$ cat config.mk
export PLATFORM = sky130hd
export DESIGN_NAME = mrs_spacing_guard
export DESIGN_NICKNAME = d
export VERILOG_FILES = /design/src/rtl/mrs_guard_pkg.sv /design/src/rtl/mrs_window_cnt.sv /design/src/rtl/mrs_cmd_gate.sv /design/src/rtl/mrs_cmd_drive.sv /design/src/rtl/mrs_spacing_guard.sv
export SDC_FILE = /design/constraint.sdc
export NUM_CORES = 1
export LEC_CHECK = 0
export ABC_AREA = 1
export BUFFER_PORTS_ARGS = -buffer_cell sky130_fd_sc_hd__buf_2
export CORE_ASPECT_RATIO = 2
export CORE_MARGIN = 2
export CORE_UTILIZATION = 49
export DETAILED_ROUTE_END_ITERATION = 8
export GPL_TIMING_DRIVEN = 0
export PLACE_DENSITY = 0.77
export SLEW_MARGIN = 20
export SYNTH_ARGS = -nofsm -noshare
export SYNTH_HDL_FRONTEND = slang
export SYNTH_SLANG_ARGS = --single-unit
$ cat constraint.sdc
create_clock -name clk -period 1.45 [get_ports clk]
set_input_delay 0.0725 -clock clk [delete_from_list [all_inputs] [get_ports clk]]
set_output_delay 0.0725 -clock clk [all_outputs]
set_load 0.005 [all_outputs]
$ cat src/rtl/mrs_guard_pkg.sv
package mrs_guard_pkg;

  localparam int OP_W = 3;

  typedef enum logic [OP_W-1:0] {
    OP_DES = 3'd0,
    OP_MRS = 3'd1,
    OP_ACT = 3'd2,
    OP_RD  = 3'd3,
    OP_WR  = 3'd4,
    OP_PRE = 3'd5,
    OP_REF = 3'd6,
    OP_ZQC = 3'd7
  } dram_op_e;

  // deselect is never gated
  function automatic logic op_is_des(input logic [OP_W-1:0] op);
    return op == OP_DES;
  endfunction

  function automatic logic op_is_mrs(input logic [OP_W-1:0] op);
    return op == OP_MRS;
  endfunction

  // any real command other than a mode-register write
  function automatic logic op_is_other(input logic [OP_W-1:0] op);
    return !op_is_des(op) && !op_is_mrs(op);
  endfunction

endpackage

$ cat src/rtl/mrs_window_cnt.sv
module mrs_window_cnt #(
  parameter int CNT_W = 8
) (
  input  logic             clk,
  input  logic             rst_n,
  input  logic             arm,
  input  logic [CNT_W-1:0] span,
  output logic             win_open
);

  // A spacing of t cycles lets the next gated command go at edge k+t.
  // The counter is armed with t-1 and the window is open while non-zero.
  function automatic logic [CNT_W-1:0] arm_value(input logic [CNT_W-1:0] t);
    return (t == '0) ? '0 : t - 1'b1;
  endfunction

  logic [CNT_W-1:0] cnt_q;

  always_ff @(posedge clk) begin
    if (!rst_n) begin
      cnt_q <= '0;
    end else if (arm) begin
      cnt_q <= arm_value(span);
    end else if (cnt_q != '0) begin
      cnt_q <= cnt_q - 1'b1;
    end
  end

  assign win_open = (cnt_q != '0);

endmodule

$ cat src/rtl/mrs_cmd_gate.sv
module mrs_cmd_gate
  import mrs_guard_pkg::*;
(
  input  logic            req_valid,
  input  logic [OP_W-1:0] req_op,
  input  logic            mrd_open,
  input  logic            mod_open,
  output logic            allow,
  output logic            blk_mrs,
  output logic            blk_other,
  output logic            take,
  output logic            take_mrs
);

  always_comb begin
    blk_mrs   = op_is_mrs(req_op) && mrd_open;
    blk_other = op_is_other(req_op) && mod_open;
    allow     = !(blk_mrs || blk_other);
    take      = req_valid && allow;
    take_mrs  = take && op_is_mrs(req_op);
  end

endmodule

$ cat src/rtl/mrs_cmd_drive.sv
module mrs_cmd_drive
  import mrs_guard_pkg::*;
#(
  parameter int MR_W = 3
) (
  input  logic            clk,
  input  logic            rst_n,
  input  logic            take,
  input  logic [OP_W-1:0] req_op,
  input  logic [MR_W-1:0] req_mr,
  output logic [OP_W-1:0] dram_op,
  output logic [MR_W-1:0] dram_mr
);

  always_ff @(posedge clk) begin
    if (!rst_n) begin
      dram_op <= OP_DES;
      dram_mr <= '0;
    end else if (take) begin
      dram_op <= req_op;
      dram_mr <= req_mr;
    end else begin
      dram_op <= OP_DES;
      dram_mr <= '0;
    end
  end

endmodule

$ cat src/rtl/mrs_spacing_guard.sv
module mrs_spacing_guard
  import mrs_guard_pkg::*;
#(
  parameter int CNT_W = 8,
  parameter int MR_W  = 3
) (
  input  logic             clk,
  input  logic             rst_n,
  input  logic             req_valid,
  output logic             req_ready,
  input  logic [2:0]       req_op,
  input  logic [MR_W-1:0]  req_mr,
  input  logic             req_excp,
  input  logic [CNT_W-1:0] req_excp_cnt,
  input  logic [CNT_W-1:0] cfg_tmrd,
  input  logic [CNT_W-1:0] cfg_tmod,
  output logic [2:0]       dram_op,
  output logic [MR_W-1:0]  dram_mr
);

  localparam int NWIN    = 2;
  localparam int WIN_MRD = 0;
  localparam int WIN_MOD = 1;

  // named internal events
  logic             allow;
  logic             blk_mrs;
  logic             blk_other;
  logic             take;
  logic             take_mrs;
  logic [NWIN-1:0]  win_open;
  logic [CNT_W-1:0] span [NWIN];

  // the override count replaces both spacings for a flagged MRS
  function automatic logic [CNT_W-1:0] pick_span(input logic excp,
                                                 input logic [CNT_W-1:0] ovr,
                                                 input logic [CNT_W-1:0] nominal);
    return excp ? ovr : nominal;
  endfunction

  assign span[WIN_MRD] = pick_span(req_excp, req_excp_cnt, cfg_tmrd);
  assign span[WIN_MOD] = pick_span(req_excp, req_excp_cnt, cfg_tmod);

  for (genvar w = 0; w < NWIN; w++) begin : g_win
    mrs_window_cnt #(.CNT_W(CNT_W)) u_win (
      .clk      (clk),
      .rst_n    (rst_n),
      .arm      (take_mrs),
      .span     (span[w]),
      .win_open (win_open[w])
    );
  end

  mrs_cmd_gate u_gate (
    .req_valid (req_valid),
    .req_op    (req_op),
    .mrd_open  (win_open[WIN_MRD]),
    .mod_open  (win_open[WIN_MOD]),
    .allow     (allow),
    .blk_mrs   (blk_mrs),
    .blk_other (blk_other),
    .take      (take),
    .take_mrs  (take_mrs)
  );

  assign req_ready = allow;

  mrs_cmd_drive #(.MR_W(MR_W)) u_drive (
    .clk     (clk),
    .rst_n   (rst_n),
    .take    (take),
    .req_op  (req_op),
    .req_mr  (req_mr),
    .dram_op (dram_op),
    .dram_mr (dram_mr)
  );

endmodule

==> impl_results.md <==
* CTS sink count at 22
* Most frequent cells in the layout: nand2_1, inv_1, buf_2
* Avg Vias per Cell at 4.81
* Gr ovfl total at 0
* Multi-input logic area at 1220 sq um
* Violated checks: negative hold slack, negative setup slack
* MaxCap Viol Count at 0
* CORE AREA at 3420 sq um
* Worst VDD drop at 0.601 mV
* Design area at 2300 sq um
* PwrDens at 1570 nW/um^2
* Reg2reg path depth at 9
* Worst r2r src: g_win[0].u_win.cnt_q[1]$_SDFFE_PN0P_
* Vias at 1,860
* Required time of the critical path at 1.61 ns
* Final Hold Fails at 1
* Crit path cell chain: inv_2 > ha_4 > nand3_4 > nor2_4 > buf_6 > buf_4 > nand2_1 > o21ai_0 > a21oi_2
* Post-synth top area share at 25.1%
* Hold Path Class: input port to register
* Top cell type by total area after synthesis: dfxtp_1
* Mapped cell area at 1750 sq um
* Die height at 88.6 um
* Routed WL per cell at 11.3 um
* # IOs at 41
* Mapped Nets at 327
* Critical path fanouts, max at 9
* Yosys warns at 0
* Row count at 30
* Hold slack at -0.00778 ns
* Least-Margin Pin Slew at 0.331 ns
* Finish-stage setup viols at 17
* Root Buffer: clkbuf_8
* DRC at 0
* Clk_skew at 0.00838 ns
* Slowest-stage cell, CP: dfxtp_2
* Crit end category: register
* NumNets Final at 382
* CTS buffer count at 3
* Leakage power at 1.17 nW
* Antenna Nets Post-Route at 0
* Worst Path Arrival at 1.83 ns
* GPL Wtd Cong at 0.795
* Final Total Pwr at 3.62 mW
* # diodes at 0
* DP Cell Count at 372
* CP Depth at 9
* Initial core utilization at 51.4%
* Largest net degree at the start of global routing at 14
* Final WL at 4380 um
* Setup slack after layout at -0.229 ns
* Worst slack, placed at -0.265 ns
* CP bufs+invs at 3
* GRT Overall Usage at 24.0%
* Post-route insts no fill at 387
* Cells after Synth at 285
* Slew Limit Fails at 0
* CP startpoint kind: register
* Share of layout cells above drive strength 1 at 29.8%
* Setup crit end: g_win[0].u_win.cnt_q[1]$_SDFFE_PN0P_
* HPWL Detailed at 3220 um
* Setup repair after global routing missed its margin: true
* First drt pass iteration count at 4
* Filler instances at 316
* Setup slack, reg-to-reg at -0.23 ns
* Rel. slew slack at 77.7%
* Delay of the slowest critical-path stage at 0.33 ns
* Register area at 443 sq um
* Max clock buf depth at 2
* CTS clk-pin slew, worst paths at 0.09 ns
* Worst r2r dst: g_win[0].u_win.cnt_q[1]$_SDFFE_PN0P_
* Critical path class: register to register
* Die width at 46.3 um
* Die area at 4100 sq um
* First-pass GRT wire length at 7160 um
* Average size of a mapped cell at 6.16 sq um
* Area grow syn2layout at 31.3%
* Unique masters post-synth at 22
* Initial antenna violation count at 0
* Min Tclk post-route at 1.68 ns
* Vias in the first global route at 1,788
* CTS H-tree lvls at 1
* Initial drt markers at 32
* Commonest non-fill, non-tap cell in the layout: nand2_1
* Status: finished, violations left
* Cell area after placement at 2010 sq um
* Period utilization at 116%
* Fmax at 596 MHz
* Worst Setup SP: g_win[0].u_win.cnt_q[1]$_SDFFE_PN0P_
* Flops & latches, synth at 22
* Post-synthesis sequential area ratio at 25.1%
* Setup TNS at -1.08 ns
* I/O Buffers at 39
* Top Family by Delay on Critical Path: compound AO/OA/AOI/OAI gates
* Largest cells by area after synthesis: dfxtp_1, nand2_1, inv_1
* Final core utilization at 67.4%
* Clk_lat worst skew at 0.28 ns
* CTS tree: done
## metal layers
layer  global-route usage [%]  vias up  part of all wire (%)
met5                        0        -                     0
met2                     47.1       51                    57
met4                     12.5        0                   3.4
li1                         -     1000                     -
met1                     22.4      798                    37
met3                     1.84       11                   2.9
## worst reg2reg max path, cell delays in order, from the launching register on
cell,delay [ns]
dfxtp_2,0.33
inv_2,0.08
ha_4,0.15
nand3_4,0.07
nor2_4,0.15
buf_6,0.12
buf_4,0.14
nand2_1,0.13
o21ai_0,0.32
a21oi_2,0.07
## registers in the layout, summed over array words and instances, names as in the netlist
| name | cells |
|---|---|
| u_drive.dram_op | 3 |
| g_win.u_win.cnt_q | 16 |
| u_drive.dram_mr | 3 |
## power by group
| group | switching, mW | internal [mW] | total [mW] |
|---|---|---|---|
| sequential | 0.118 | 0.807 | 0.925 |
| clock | 0.230 | 0.370 | 0.601 |
| combinational | 1.18 | 0.913 | 2.10 |
| total | 1.53 | 2.09 | 3.62 |
## logic make-up (layout without fill, tap and decap cells)
| family | count (synthesis) | in the layout | share of synthesized area [%] |
|---|---|---|---|
| AOI/OAI and AO/OA | 44 | 44 | 13.2 |
| xor gates and xnor gates | 14 | 14 | 6.99 |
| adders and majority gates | 8 | 8 | 5.71 |
| buffers and inverters | 50 | 104 | 12.1 |
| DFF | 22 | 22 | 25.1 |
| and+or+nand+nor | 147 | 147 | 36.9 |
## layout make-up
cell class | instances | share of cell area (%)
buffer | 5 | 2.28
tap | 48 | 2.61
clock buffer | 3 | 1.79
sequential | 22 | 19.2
clock inverter | 1 | 1.30
multi-input combinational | 213 | 53.1
timing repair buffer | 50 | 12.3
inverter | 45 | 7.33
## cell usage after synthesis (all sizes together)
master,instances
nor2,44
o21ai,26
inv,45
ha,8
dfxtp,22
clkbuf,1
a21oi,17
nand4,3
nand3,24
xnor2,4
xor2,10
nand2,76
o22a,1
buf,4
## how the worst min path moves through the flow
| stage | cells after the start | to | startpoint | slack [ns] |
|---|---|---|---|---|
| global route | 3 | u_drive.dram_mr[0]$_SDFF_PN0_ | req_mr[0] | 0.01 |
| finish | 3 | u_drive.dram_mr[0]$_SDFF_PN0_ | req_mr[0] | -0.008 |
| floorplan | 2 | u_drive.dram_mr[0]$_SDFF_PN0_ | req_mr[0] | 0.18 |
| global placement | 3 | u_drive.dram_mr[2]$_SDFF_PN0_ | req_mr[2] | 0.29 |
| detailed placement | 3 | u_drive.dram_mr[1]$_SDFF_PN0_ | req_mr[1] | 0.29 |
| CTS | 3 | u_drive.dram_mr[0]$_SDFF_PN0_ | req_mr[0] | 0.002 |
## what timing repair did
item                                    in CTS  in global routing
gates cloned                                 0                  0
setup buffers                                8                  2
pin swaps                                   17                 13
endpoints found under the setup margin      23                 17
endpoints found under the hold margin        1                  0
hold buffers                                 1                  0
resized for setup                           19                 18
Note: power is estimated with default switching activity, not from simulation.
